**src/rtl/imm_pkg.sv**
```systemverilog
package imm_pkg;
  localparam int unsigned DEF_WORD_W = 32;
  localparam int unsigned DEF_BYTE_W = 8;

  typedef enum logic [1:0] {
    FORM_SHIFT   = 2'd0,
    FORM_LO_PAIR = 2'd1,
    FORM_HI_PAIR = 2'd2,
    FORM_SPLAT   = 2'd3
  } imm_form_e;
endpackage

```
**src/rtl/imm_shift_finder.sv**
```systemverilog
module imm_shift_finder #(
  parameter int unsigned WORD_W  = imm_pkg::DEF_WORD_W,
  parameter int unsigned BYTE_W  = imm_pkg::DEF_BYTE_W,
  parameter int unsigned SHIFT_W = $clog2(WORD_W)
) (
  input  logic [WORD_W-1:0]  value_i,
  output logic               nonzero_o,
  output logic               fits_o,
  output logic [SHIFT_W-1:0] shift_o,
  output logic [BYTE_W-1:0]  payload_o
);
  logic [SHIFT_W-1:0] tz;
  logic [WORD_W-1:0]  aligned;

  // lowest set bit wins: scan downward so the last hit is the smallest index
  always_comb begin
    tz = '0;
    for (int i = WORD_W - 1; i >= 0; i--) begin
      if (value_i[i]) tz = SHIFT_W'(i);
    end
  end

  assign aligned   = value_i >> tz;
  assign nonzero_o = |value_i;
  assign fits_o    = (aligned[WORD_W-1:BYTE_W] == '0);
  assign shift_o   = tz;
  assign payload_o = aligned[BYTE_W-1:0];
endmodule

```
**src/rtl/imm_repl_matcher.sv**
```systemverilog
module imm_repl_matcher #(
  parameter int unsigned WORD_W = imm_pkg::DEF_WORD_W,
  parameter int unsigned BYTE_W = imm_pkg::DEF_BYTE_W
) (
  input  logic [WORD_W-1:0] value_i,
  output logic              splat_o,
  output logic              lo_pair_o,
  output logic              hi_pair_o,
  output logic [BYTE_W-1:0] byte0_o,
  output logic [BYTE_W-1:0] byte1_o
);
  localparam int unsigned HALF_W = 2 * BYTE_W;
  localparam int unsigned N_BYTE = WORD_W / BYTE_W;
  localparam int unsigned N_HALF = WORD_W / HALF_W;

  logic [BYTE_W-1:0] b0, b1;
  logic [N_BYTE-1:0] splat_hit;
  logic [N_HALF-1:0] lo_hit, hi_hit;

  assign b0 = value_i[BYTE_W-1:0];
  assign b1 = value_i[HALF_W-1:BYTE_W];

  for (genvar g = 0; g < N_BYTE; g++) begin : g_byte
    assign splat_hit[g] = (value_i[g*BYTE_W +: BYTE_W] == b0);
  end

  for (genvar h = 0; h < N_HALF; h++) begin : g_half
    logic [HALF_W-1:0] lane;
    assign lane      = value_i[h*HALF_W +: HALF_W];
    assign lo_hit[h] = (lane == {{BYTE_W{1'b0}}, b0});
    assign hi_hit[h] = (lane == {b1, {BYTE_W{1'b0}}});
  end

  assign splat_o   = &splat_hit;
  assign lo_pair_o = &lo_hit;
  assign hi_pair_o = &hi_hit;
  assign byte0_o   = b0;
  assign byte1_o   = b1;
endmodule

```
**src/rtl/imm_form_select.sv**
```systemverilog
module imm_form_select #(
  parameter int unsigned BYTE_W  = imm_pkg::DEF_BYTE_W,
  parameter int unsigned SHIFT_W = $clog2(imm_pkg::DEF_WORD_W)
) (
  input  logic               nonzero_i,
  input  logic               fits_i,
  input  logic [SHIFT_W-1:0] tz_i,
  input  logic [BYTE_W-1:0]  aligned_i,
  input  logic               splat_i,
  input  logic               lo_pair_i,
  input  logic               hi_pair_i,
  input  logic [BYTE_W-1:0]  byte0_i,
  input  logic [BYTE_W-1:0]  byte1_i,
  output logic               ok_o,
  output imm_pkg::imm_form_e form_o,
  output logic [BYTE_W-1:0]  payload_o,
  output logic [SHIFT_W-1:0] shift_o
);
  import imm_pkg::*;

  // zero first, then replication (splat, low pair, high pair), then shifted byte
  always_comb begin
    ok_o      = 1'b0;
    form_o    = FORM_SHIFT;
    payload_o = '0;
    shift_o   = '0;
    if (!nonzero_i) begin
      ok_o = 1'b1;
    end else if (splat_i) begin
      ok_o      = 1'b1;
      form_o    = FORM_SPLAT;
      payload_o = byte0_i;
    end else if (lo_pair_i) begin
      ok_o      = 1'b1;
      form_o    = FORM_LO_PAIR;
      payload_o = byte0_i;
    end else if (hi_pair_i) begin
      ok_o      = 1'b1;
      form_o    = FORM_HI_PAIR;
      payload_o = byte1_i;
    end else if (fits_i) begin
      ok_o      = 1'b1;
      payload_o = aligned_i;
      shift_o   = tz_i;
    end
  end
endmodule

```
**src/rtl/imm_classifier.sv**
```systemverilog
module imm_classifier #(
  parameter int unsigned WORD_W  = imm_pkg::DEF_WORD_W,
  parameter int unsigned BYTE_W  = imm_pkg::DEF_BYTE_W,
  parameter int unsigned SHIFT_W = $clog2(WORD_W)
) (
  input  logic               clk_i,
  input  logic               rst_ni,
  input  logic               in_valid_i,
  input  logic [WORD_W-1:0]  value_i,
  output logic               out_valid_o,
  output logic               ok_o,
  output logic [1:0]         form_o,
  output logic [BYTE_W-1:0]  payload_o,
  output logic [SHIFT_W-1:0] shift_o
);
  import imm_pkg::*;

  logic               sh_nonzero, sh_fits;
  logic [SHIFT_W-1:0] sh_tz;
  logic [BYTE_W-1:0]  sh_payload;
  logic               rp_splat, rp_lo, rp_hi;
  logic [BYTE_W-1:0]  rp_b0, rp_b1;
  logic               sel_ok;
  imm_form_e          sel_form;
  logic [BYTE_W-1:0]  sel_payload;
  logic [SHIFT_W-1:0] sel_shift;

  imm_shift_finder #(.WORD_W(WORD_W), .BYTE_W(BYTE_W), .SHIFT_W(SHIFT_W)) u_shift (
    .value_i   (value_i),
    .nonzero_o (sh_nonzero),
    .fits_o    (sh_fits),
    .shift_o   (sh_tz),
    .payload_o (sh_payload)
  );

  imm_repl_matcher #(.WORD_W(WORD_W), .BYTE_W(BYTE_W)) u_repl (
    .value_i   (value_i),
    .splat_o   (rp_splat),
    .lo_pair_o (rp_lo),
    .hi_pair_o (rp_hi),
    .byte0_o   (rp_b0),
    .byte1_o   (rp_b1)
  );

  imm_form_select #(.BYTE_W(BYTE_W), .SHIFT_W(SHIFT_W)) u_sel (
    .nonzero_i (sh_nonzero),
    .fits_i    (sh_fits),
    .tz_i      (sh_tz),
    .aligned_i (sh_payload),
    .splat_i   (rp_splat),
    .lo_pair_i (rp_lo),
    .hi_pair_i (rp_hi),
    .byte0_i   (rp_b0),
    .byte1_i   (rp_b1),
    .ok_o      (sel_ok),
    .form_o    (sel_form),
    .payload_o (sel_payload),
    .shift_o   (sel_shift)
  );

  always_ff @(posedge clk_i or negedge rst_ni) begin
    if (!rst_ni) begin
      out_valid_o <= 1'b0;
      ok_o        <= 1'b0;
      form_o      <= '0;
      payload_o   <= '0;
      shift_o     <= '0;
    end else begin
      out_valid_o <= in_valid_i;
      if (in_valid_i) begin
        ok_o      <= sel_ok;
        form_o    <= sel_form;
        payload_o <= sel_payload;
        shift_o   <= sel_shift;
      end
    end
  end
endmodule

```
**config.mk**
```make
export PLATFORM = sky130hd
export DESIGN_NAME = imm_classifier
export DESIGN_NICKNAME = d
export VERILOG_FILES = /design/src/rtl/imm_pkg.sv /design/src/rtl/imm_shift_finder.sv /design/src/rtl/imm_repl_matcher.sv /design/src/rtl/imm_form_select.sv /design/src/rtl/imm_classifier.sv
export SDC_FILE = /design/constraint.sdc
export NUM_CORES = 1
export LEC_CHECK = 0
export ABC_AREA = 1
export BUFFER_PORTS_ARGS = -buffer_cell sky130_fd_sc_hd__buf_2
export CAP_MARGIN = 30
export CORE_ASPECT_RATIO = 1.1
export CORE_MARGIN = 5
export CORE_UTILIZATION = 30
export CTS_CLUSTER_SIZE = 24
export DETAILED_ROUTE_END_ITERATION = 6
export PLACE_DENSITY_LB_ADDON = 0.3
export SYNTH_ARGS = -nofsm -noshare
export SYNTH_HDL_FRONTEND = slang
export SYNTH_SLANG_ARGS = --single-unit
```
**constraint.sdc**
```tcl
create_clock -name clk_i -period 0.96 [get_ports clk_i]
set_input_delay 0 -clock clk_i [delete_from_list [all_inputs] [get_ports clk_i]]
set_output_delay 0 -clock clk_i [all_outputs]
set_load 0.005 [all_outputs]
```
# --- Yosys cells after proc, flatten, opt, wreduce, memory -nomap -nowiden ---
# Index checks and enable logic that the tools add are counted.
totals:
  register_bits: 17
  input_bits: 35
  out_inout_bits: 17
  elab_cells: 69
op_classes:
  n_eq_ne: 5
  shifts: 1
  muxes: 51
  n_reduce_logical: 7
op_table:
  columns: ["operator", "count"]
  rows:
  - ["$mux 5", 37]
  - ["$mux 8", 5]
  - ["$reduce_or 32->1", 1]
  - ["$shr 32x5->32", 1]
  - ["$eq 8x8->1", 3]
  - ["$logic_not 24->1", 1]
  - ["$eq 16x16->1", 1]
  - ["$eq 16x8->1", 1]
  - ["$logic_not 8->1", 2]
  - ["$mux 2", 4]
  - ["$mux 1", 5]
  - ["$reduce_and 2->1", 2]
  - ["$reduce_and 3->1", 1]

# --- Logic depth before layout (Yosys ltp) ---
# Gate-level depths: netlist of the first run.
logic_depth:
  depth_word: 39
  depth_mapped: 47

# --- By module ---
# From an unflattened synthesis of the first run, not the netlist that was laid out.
unflattened:
  hier_cells: 723
  area_unflattened_um2: 3702.3
modules_own_cells:
  columns: ["module", "n_inst", "cells_each", "area_each_um2"]
  rows:
  - ["imm_shift_finder", 1, 411, 1916.8]
  - ["imm_repl_matcher", 1, 162, 742.0]
  - ["imm_classifier", 1, 69, 669.4]
  - ["imm_form_select", 1, 81, 374.1]

# --- Worst setup path before layout of the first run ---
# No wires, ideal clock.
synth_timing:
  path_kind: "input port to flip-flop"
  startpoint: "input port value_i[29]"
  endpoint: "register payload_o[0]"
  arrival_ps: 2576
  t_required_ps: 836
  path_slack_ps: -1740
  stages: 45
  path_buffers: 1
  path_cell_list: "inv_2 nand2_1 nand2_1 nand2_1 nand2_1 nand2_1 nand2_1 nand2_1 nand2_1 nand2_1 nand2_1 nand2_1 nand2_1 nand2_1 nand2_1 nand2_1 nand2_1 nand2_1 [... 9 more ...] nand2_1 nand2_4 nand2_4 buf_4 nor3_1 nand2_1 nand2_1 inv_1 nand3_1 nand2_1 nand2_1 nor2_1 nand3_1 nand2_2 nand2_4 nand2_1 nand2_1 nand3_1"
synth_via:
  elab_chain_len: 37
synth_rtl:
  columns: ["item", "line_no", "rtl"]
  rows:
  - ["from (decl)", "imm_classifier.sv:9", "input logic [WORD_W-1:0] value_i,"]
  - ["$mux 5 (30 in a row)", "imm_shift_finder.sv:19", "if (value_i[i]) tz = SHIFT_W'(i);"]
  - ["$shr 32x5->32", "imm_shift_finder.sv:23", "assign aligned = value_i >> tz;"]
  - ["$logic_not 24->1", "imm_shift_finder.sv:25", "assign fits_o = (aligned[WORD_W-1:BYTE_W] == '0);"]
  - ["$mux 8", "imm_form_select.sv:41", "end else if (fits_i) begin"]
  - ["$mux 8", "imm_form_select.sv:37", "end else if (hi_pair_i) begin"]
  - ["$mux 8", "imm_form_select.sv:33", "end else if (lo_pair_i) begin"]
  - ["$mux 8", "imm_form_select.sv:29", "end else if (splat_i) begin"]
  - ["$mux 8 (*)", "imm_form_select.sv:27", "if (!nonzero_i) begin"]
  - ["to (signal assigned)", "imm_classifier.sv:73", "payload_o <= sel_payload;"]
  - ["to (decl)", "imm_classifier.sv:13", "output logic [BYTE_W-1:0] payload_o,"]
# Mark *: on every way between the ends. The rest lies on a longest branch, timed or not.
# A chain may end at the register's enable or synchronous reset.

# --- Final worst setup path of the first run ---
layout_timing:
  startpoint: "input port value_i[30]"
  endpoint: "register payload_o[3]"
layout_via:
  elab_chain_len: 38
layout_rtl:
  columns: ["item", "line_no"]
  rows:
  - ["$mux 5 (31 in a row)", "imm_shift_finder.sv:19"]
  - ["$shr 32x5->32", "imm_shift_finder.sv:23"]
  - ["$logic_not 24->1", "imm_shift_finder.sv:25"]
  - ["$mux 8", "imm_form_select.sv:41"]
  - ["$mux 8", "imm_form_select.sv:37"]
  - ["$mux 8", "imm_form_select.sv:33"]
  - ["$mux 8", "imm_form_select.sv:29"]
  - ["$mux 8 (*)", "imm_form_select.sv:27"]
# Marks and branches as above.

==> results of run 1 <==
state kept, by name, summed over array words and instances, names as in the netlist:
name	flops
out_valid_o	1
ok_o	1
form_o	2
payload_o	8
shift_o	5
how the worst max path moves through the flow:
stage / startpoint / to / slack, ns / depth (start not counted)
after floorplan: value_i[30] / payload_o[0] / -1.69 / 47
after global placement: value_i[30] / payload_o[0] / -2.39 / 46
after detailed placement: value_i[30] / payload_o[0] / -2.39 / 46
after CTS: value_i[30] / payload_o[3] / -1.95 / 47
after global routing: value_i[30] / payload_o[3] / -2.49 / 46
final: value_i[30] / payload_o[3] / -2.14 / 30
through the flow:
stage / utilization [%] / std cells / TNS (ns)
floorplan: - / 621 / -23.49
global placement: 44.91 / 932 / -34.11
detailed placement: 44.91 / 932 / -34.13
CTS: 52.52 / 953 / -27.57
global route: 55.89 / 958 / -35.12
finish: 55.89 / 958 / -29.83
critical path: cells and delay by family:
kind,cells,cell delay [ns]
and+or+nand+nor,21,1.67
AOI/OAI and AO/OA,4,0.87
buffers and inverters,5,0.71
metal layers:
layer  routed length, µm  share of wire (%)  vias to the layer above
met2                7606                 50                      205
met4                 626                4.1                        0
li1                    -                  -                     2447
met1                6191                 41                     2308
met5                   0                  0                        -
met3                 817                5.4                       44
what timing repair did:
item | in CTS | in global routing
pin swaps | 26 | 47
cloned | 7 | 1
hold buffers | 2 | 0
buffers inserted | 11 | 5
hold endpoints to repair | 18 | 0
resized for setup | 116 | 75
endpoints found under the setup margin | 16 | 16
logic make-up (layout without fill, tap and decap cells):
| logic type | count (synthesis) | in the layout | synth area share [%] |
|---|---|---|---|
| DFF | 17 | 17 | 13.48 |
| AOI/OAI and AO/OA | 69 | 69 | 12.45 |
| xor gates and xnor gates | 12 | 12 | 3.331 |
| and+or+nand+nor | 439 | 442 | 59.64 |
| buffers and inverters | 84 | 275 | 11.10 |
power breakdown:
group | internal [W] | switching [W]
combinational | 0.00108 | 0.00138
sequential | 0.000723 | 0.00000225
clock | 0.000556 | 0.000256
total | 0.00236 | 0.00164
layout by cell type, fill, tap and decap left out, drive strengths merged, types with 7 or more instances in the layout:
| master | n |
|---|---|
| xor2 | 7 |
| nand3 | 128 |
| o21ai | 34 |
| nor4 | 7 |
| nand2 | 258 |
| dfrtp | 17 |
| inv | 53 |
| a21oi | 19 |
| nor2 | 38 |
| buf | 212 |
final cells by class:
cell class | count | area (µm²) | share of cell area [%]
Multi-Input combinational cell | 523 | 3139 | 54.30
Timing Repair Buffer | 215 | 1708 | 29.54
Sequential cell | 17 | 425.4 | 7.358
Inverter | 56 | 250.2 | 4.328
Tap cell | 143 | 178.9 | 3.095
Clock buffer | 3 | 75.07 | 1.298
Clock inverter | 1 | 5.005 | 0.08656
==> flow_summary.ini, run 1 <==
[worst_setup_path]
crit_type = in -> reg
cp_max_fo = 18
r2r_end = payload_o[6]
cpMostUsedCell = nand2_1
required_ns = 1.15
max_stage_delay_ns = 0.35
critPathArrivalTime_ns = 3.28
r2r_cells = 4
setup.worst_path.end_class = flop
regToRegSetupSlack_ns = 0.20
critPathLaunchType = input pin
regToRegStartpoint = payload_o[6]
crit_slowest_cell = bufbuf_16

[place]
portBuffers = 51
hpwl_mm = 11.40
dp_slack_ns = -2.388
globalplace.congestion = 0.9498
placed_area_um2 = 4646

[drt]
postRouteAntennaNets = 0
drcViolationCount = 0
vias = 5004
routed_wirelength_mm = 15.24
viasPerCell = 5.223
first_pass_iters = 5
drtIter0Drc = 472
wl_per_cell_um = 15.91

[die]
die_area_um2 = 12670
die_h_um = 117.6
start_util_pct = 30.50
die_w_um = 107.8
core_um2 = 10340
rows = 39
io-pin-count = 52

[global_routing]
grt_pass1_wl_mm = 23.84
grtUsageMet2_pct = 40.90
grt_max_degree = 19
met1_usage_pct = 28.57
overflow = 0
track_usage_pct = 23.25
grt_pass1_vias = 4869
grt_busiest_layer = met2
grtUsageMet3_pct = 2.030
antenna_found_initial = 0

[synth]
ys_seq_area_share_pct = 13.48
syn_area_per_cell_um2 = 5.081
synth_top_area_share_pct = 29.50
ys_async_sr_fraction_pct = 100.0
synth_area_leaders = nand2_1 30%, nand3_1 20%, dfrtp_1 13%
synth_fp_nets = 656
synth_top_area_cell = nand2_1
synth-edff-count = 0
synth-main-ff-cell = dfrtp_1
synth_common_cells = 248 x nand2_1, 128 x nand3_1, 50 x inv_1
synth.most_common_cell = nand2_1
synth_area_um2 = 3156
syn_inst = 621
ys_seq_elements = 17
yosys_warnings = 0
synth_cell_types = 34

[clocking]
insertion_delay_ns = 0.24
clockBufferDepth = 2
numCtsBuffers = 3
htree_num_levels = 1
root_buffer = clkbuf_16
cts_tree = built
clock_sinks = 17
clkTransAtPathRegs_ns = 0.05

[power_and_ir_drop]
powerDensity_nw_per_um2 = 692.1
power.leakage_nw = 3.007
ir_drop_uv = 1203
p_total_w = 0.004002

[run_status]
outcome = complete, but fails checks
failed_checks = setup timing

[final_layout]
fin_area_um2 = 5782
synthToLayoutAreaGrowth_pct = 83.23
finalNetCount = 851
antennaDiodeCount = 0
n_fill_cell = 1016
drive_gt1_share_pct = 44.79

[sta]
hold_ws_ns = 0.2010
worst_slack_ns = -2.136
hold_viol_final = 0
worstMarginPinSlew_ns = 0.6968
slew_headroom_pct = 53.43
fin_crit_ns = 3.096
setup_viol = 16
skew_ns = 0
final_max_slew_viol_count = 0
clock.fmax_ghz = 0.3230
rsz0062_at_grt = true
fin_crit_sh_pct = 322.5

[worst_hold_path]
hp-class = in -> async

[flow_run]
drv_cap = 0
No activity file was read; power rests on OpenSTA's default activity.
==> run 2: changes to the inputs <==
Settings changed: SETUP_SLACK_MARGIN set to 0.5.
==> run 2 against run 1 <==
  * The flow finishes with violations (hold timing, setup timing)
  * Power is 0.25% lower
  * Sequential power hardly changed
  * Cell count decreased by 0.10%
  * Final area fell by 0.37%
  * Sequential cell count unchanged
  * Hold slack lost 0.54 ns
  * Non-clock buffer count shrank 1
  * Critical path depth up 2
  * Utilization fell by 0.21 points
  * Setup slack better by 0.050 ns
  * Register-to-register slack barely moved
  * Routed wire length grew 0.35%
  * Largest cell class unchanged
==> flow_summary.ini, run 2 (synthesis gave the netlist of run 1 again) <==
[run_status]
outcome = complete, but fails checks
failed_checks = hold timing, setup timing

[final_layout]
largest_reg_flops = 8
reg.largest.list = payload_o: 8 flops, shift_o: 5 flops, form_o: 2 flops
finalNetCount = 850
fin_area_um2 = 5761
final_cell_count_no_fill = 957
synthToLayoutAreaGrowth_pct = 82.55
antennaDiodeCount = 0
final_cell_mix = 196 x nand2_1, 140 x buf_4, 72 x nand3_1
drive_gt1_share_pct = 44.72
final_common_cell = nand2_1
fin_util_pct = 55.68
largest-register = payload_o

[clocking]
htree_num_levels = 1
clock_sinks = 17
clkTransAtPathRegs_ns = 0.05
clockBufferDepth = 2
root_buffer = clkbuf_16
insertion_delay_ns = 0.24
numCtsBuffers = 3
cts_tree = built

[die]
die_h_um = 117.6
core_um2 = 10340
die_w_um = 107.8
io-pin-count = 52
start_util_pct = 30.50
die_area_um2 = 12670
rows = 39

[place]
placed_area_um2 = 4646
dp_cells = 932
hpwl_mm = 11.40
portBuffers = 51
dp_slack_ns = -2.388
globalplace.congestion = 0.9498

[drt]
routed_wirelength_mm = 15.30
first_pass_iters = 5
viasPerCell = 5.240
drcViolationCount = 0
vias = 5015
postRouteAntennaNets = 0
drtIter0Drc = 431
wl_per_cell_um = 15.98

[global_routing]
grt_pass1_vias = 4832
track_usage_pct = 23.12
grt_max_degree = 19
antenna_found_initial = 0
grt_pass1_wl_mm = 23.70
overflow = 0

[sta]
clock.fmax_ghz = 0.3283
setup_viol = 16
rsz0062_at_grt = true
slew_headroom_pct = 53.69
fin_crit_sh_pct = 317.3
final_max_slew_viol_count = 0
worst_slack_ns = -2.086
fin_crit_ns = 3.046
skew_ns = 0
hold_viol_final = 18
hold_ws_ns = -0.3399
worstMarginPinSlew_ns = 0.6929

[power_and_ir_drop]
ir_drop_uv = 1205
power.leakage_nw = 3.003
powerDensity_nw_per_um2 = 693.0

[worst_setup_path]
critPathLaunchType = input pin
required_ns = 1.15
worstSetupStartpoint = value_i[30]
regToRegStartpoint = payload_o[6]
crit_slowest_cell = o311ai_1
crit_type = in -> reg
setup.worst_path.end_class = flop
max_stage_delay_ns = 0.31
regToRegSetupSlack_ns = 0.20
cp_max_fo = 17
critPathArrivalTime_ns = 3.23
cpMostUsedCell = nand2_1

[worst_hold_path]
hp-class = in -> async

[flow_run]
drv_cap = 0
[run 2: metrics by stage]
step                      total power (W)  TNS, ns  hold slack, ns
final                            0.003992   -29.44         -0.3399
after global routing             0.004240   -34.90         -0.3079
after CTS                        0.003756   -27.61         -0.3277
after detailed placement         0.002618   -34.13        -0.06905
after global placement           0.002613   -34.11        -0.07243
after floorplan                  0.001749   -23.49         -0.2956
[run 2: critical path, delay by kind of cell]
| kind | cells | cell delay [ns] |
|---|---|---|
| buffers and inverters | 6 | 0.67 |
| and+or+nand+nor | 23 | 1.85 |
| AOI/OAI and AO/OA | 3 | 0.71 |
[run 2: layer usage]
layer / track usage (%) / wire length (µm) / vias up
met3: 2.030 / 904 / 46
met1: 28.47 / 6175 / 2323
met4: 9.708 / 599 / 0
met2: 40.59 / 7615 / 191
met5: 0 / 0 / -
li1: - / - / 2455
[run 2: area by class of cell]
type | count | area, µm²
multi-input cells | 523 | 3137
clock buffers | 3 | 75.07
repair buffers | 214 | 1689
well taps | 143 | 178.9
inverters | 56 | 250.2
fillers | 1013 | 4584
clock inverters | 1 | 5.005
flip-flops and latches | 17 | 425.4
[run 2: worst paths after layout]
| path | to | depth (start not counted) |
|---|---|---|
| setup / recovery | payload_o[3] | 32 |
| min in group clk_i | out_valid_o | 2 |
| hold / removal | form_o[0] | 1 |
| max in group asynchronous | shift_o[4] | 1 |
| hold reg to reg | shift_o[2] | 2 |
| setup reg to reg | payload_o[6] | 4 |
[run 2: timing repair]
action,in CTS,in global routing
endpoints found under the setup margin,33,33
cloned,7,1
resized for setup,114,73
setup buffers,9,4
pin swaps,23,44
endpoints found under the hold margin,18,17
[run 2: power breakdown]
| part | total (W) | internal [W] | switching, W |
|---|---|---|---|
| Clock | 0.000816 | 0.000557 | 0.000260 |
| Sequential | 0.000725 | 0.000723 | 0.00000207 |
| Combinational | 0.00245 | 0.00107 | 0.00138 |
==> run 3: changes to the inputs <==
Clock period 0.96 ns to 3.9 ns, I/O delays scaled along.
==> run 3 against run 2 <==
  * The flow now finishes without violations
  * Count of clock-buffer cells in the layout rose by 1
  * Die area did not move
  * Power fell by 78%
  * Critical endpoint is now payload_o[7]
  * Highest routed layer unchanged
==> flow_summary.ini, run 3 (synthesis gave the netlist of run 1 again) <==
[worst_hold_path]
hp-class = in -> reg
min_from = value_i[0]

[global_routing]
overflow = 0
antenna_found_initial = 0
grt_max_degree = 41
grt_pass1_wl_mm = 20.63
track_usage_pct = 19.87
grt_pass1_vias = 4124

[final_layout]
antennaDiodeCount = 0
finalNetCount = 720
synthToLayoutAreaGrowth_pct = 44.81
final_cell_mix = 198 x nand2_1, 60 x nand3_2, 59 x nand3_1
largest-register = payload_o
drive_gt1_share_pct = 32.89
final_common_cell = nand2_1
reg.largest.list = payload_o: 8 flops, shift_o: 5 flops, form_o: 2 flops
largest_reg_flops = 8

[place]
hpwl_mm = 10.04
globalplace.congestion = 0.9474
portBuffers = 51

[worst_setup_path]
regToRegStartpoint = payload_o[5]
max_stage_delay_ns = 0.22
cpMostUsedCell = nand2_1
crit_type = in -> reg
setup.worst_path.end_class = flop
crit_slowest_cell = clkbuf_16
cp_max_fo = 8
required_ns = 4.09
worstSetupStartpoint = value_i[25]
critPathArrivalTime_ns = 3.43
critPathLaunchType = input pin

[sta]
fin_tns_setup_ns = 0
fin_crit_sh_pct = 83.00
clock.fmax_ghz = 0.3089
hold_viol_final = 0
skew_ns = 0
fin_crit_ns = 3.237
hold_ws_ns = 0.1691
final_max_slew_viol_count = 0
setup_viol = 0
slew_headroom_pct = 32.34
rsz0062_at_grt = true
worstMarginPinSlew_ns = 1.014

[clocking]
root_buffer = clkbuf_16
clkTransAtPathRegs_ns = 0.05
clock_sinks = 17
cts_tree = built
numCtsBuffers = 3
clockBufferDepth = 2
htree_num_levels = 1
insertion_delay_ns = 0.25

[die]
rows = 39
die_w_um = 107.8
core_um2 = 10340
die_h_um = 117.6
die_area_um2 = 12670
start_util_pct = 30.50
io-pin-count = 52

[drt]
vias = 4628
routed_wirelength_mm = 14.11
first_pass_iters = 7
viasPerCell = 5.596
wl_per_cell_um = 17.06
drcViolationCount = 0
postRouteAntennaNets = 0
drtIter0Drc = 510

[power_and_ir_drop]
pwr-share-seq_pct = 20.5
intPower_w = 0.0004868
ir_drop_uv = 141.7
power.leakage_nw = 2.310
p_sw_w = 0.0003832
netSwitchingFraction_pct = 44.04
combPwrFrac_pct = 56.0
clkPwrFrac_pct = 23.4
powerDensity_nw_per_um2 = 190.4

[run_status]
outcome = completed

[flow_run]
drv_cap = 0
-- run 3: cell types whose count changed in the layout (fill, tap and decap cells not counted), moves of 3 or more --
| cell | before | now |
|---|---|---|
| buf_16 | 3 | 0 |
| buf_4 | 140 | 25 |
| buf_6 | 18 | 3 |
| nand2_2 | 41 | 45 |
| nand2_4 | 17 | 12 |
| nand3_1 | 72 | 59 |
| nand3_2 | 44 | 60 |
| nand3_4 | 12 | 9 |
| nor2_1 | 31 | 37 |
| nor2_2 | 6 | 1 |
| nor4_1 | 1 | 7 |
| nor4_2 | 4 | 0 |
| o21ai_0 | 20 | 27 |
| o21ai_1 | 12 | 5 |
-- run 3: metrics by stage --
stage | instance area (µm²) | cells | power [W] | worst slack, ns | util [%]
floorplan | 3156 | 621 | 0.0004207 | 1.200 | -
global placement | 3510 | 795 | 0.0005244 | 0.3062 | 33.93
detailed placement | 3510 | 795 | 0.0005250 | 0.3209 | 33.93
CTS | 3608 | 801 | 0.0007339 | 0.5657 | 34.88
global route | 4569 | 827 | 0.0009197 | 0.3334 | 44.17
finish | 4569 | 827 | 0.0008700 | 0.6630 | 44.17
-- run 3: final timing paths --
check / depth (start not counted) / end / slack (ns)
setup / recovery: 42 / payload_o[7] / 0.66
hold / removal: 3 / payload_o[0] / 0.17
setup reg to reg: 4 / payload_o[5] / 3.13
hold reg to reg: 2 / shift_o[4] / 0.49
max in group asynchronous: 2 / shift_o[3] / 3.42
min in group asynchronous: 2 / payload_o[6] / 0.20
-- run 3: power groups by stage --
stage | logic [W] | clock network (W) | registers [W]
6_report | 0.000488 | 0.000204 | 0.000178
5_1_grt | 0.000528 | 0.000214 | 0.000178
4_1_cts | 0.000347 | 0.000209 | 0.000178
3_5_place_dp | 0.000344 | 0 | 0.000181
3_3_place_gp | 0.000343 | 0 | 0.000181
2_1_floorplan | 0.000239 | 0 | 0.000182
-- run 3: critical path, delay by kind of cell --
family,cells,cell delay (ns)
AND/OR/NAND/NOR,39,2.87
buffers and inverters,3,0.55
-- run 3: layout make-up --
class                      instances  area (µm²)
fill                            1118        5776
multi-input combinational        525        3082
timing repair buffer              82       576.8
sequential                        17       425.4
inverter                          56       227.7
tap                              143       178.9
clock buffer                       4       78.83
-- run 3: per-layer routing --
layer | GRT usage, % | wire length (µm) | vias to the layer above
li1 | - | - | 2171
met5 | 0 | 0 | -
met2 | 33.13 | 6829 | 245
met3 | 3.017 | 1087 | 54
met4 | 7.972 | 609 | 0
met1 | 25.35 | 5579 | 2158
-- run 3: repair_timing --
item,4_1_cts,5_1_grt
endpoints found under the setup margin,0,14
setup buffers,0,19
hold endpoints to repair,18,0
hold buffers,2,0
resized for setup,0,171
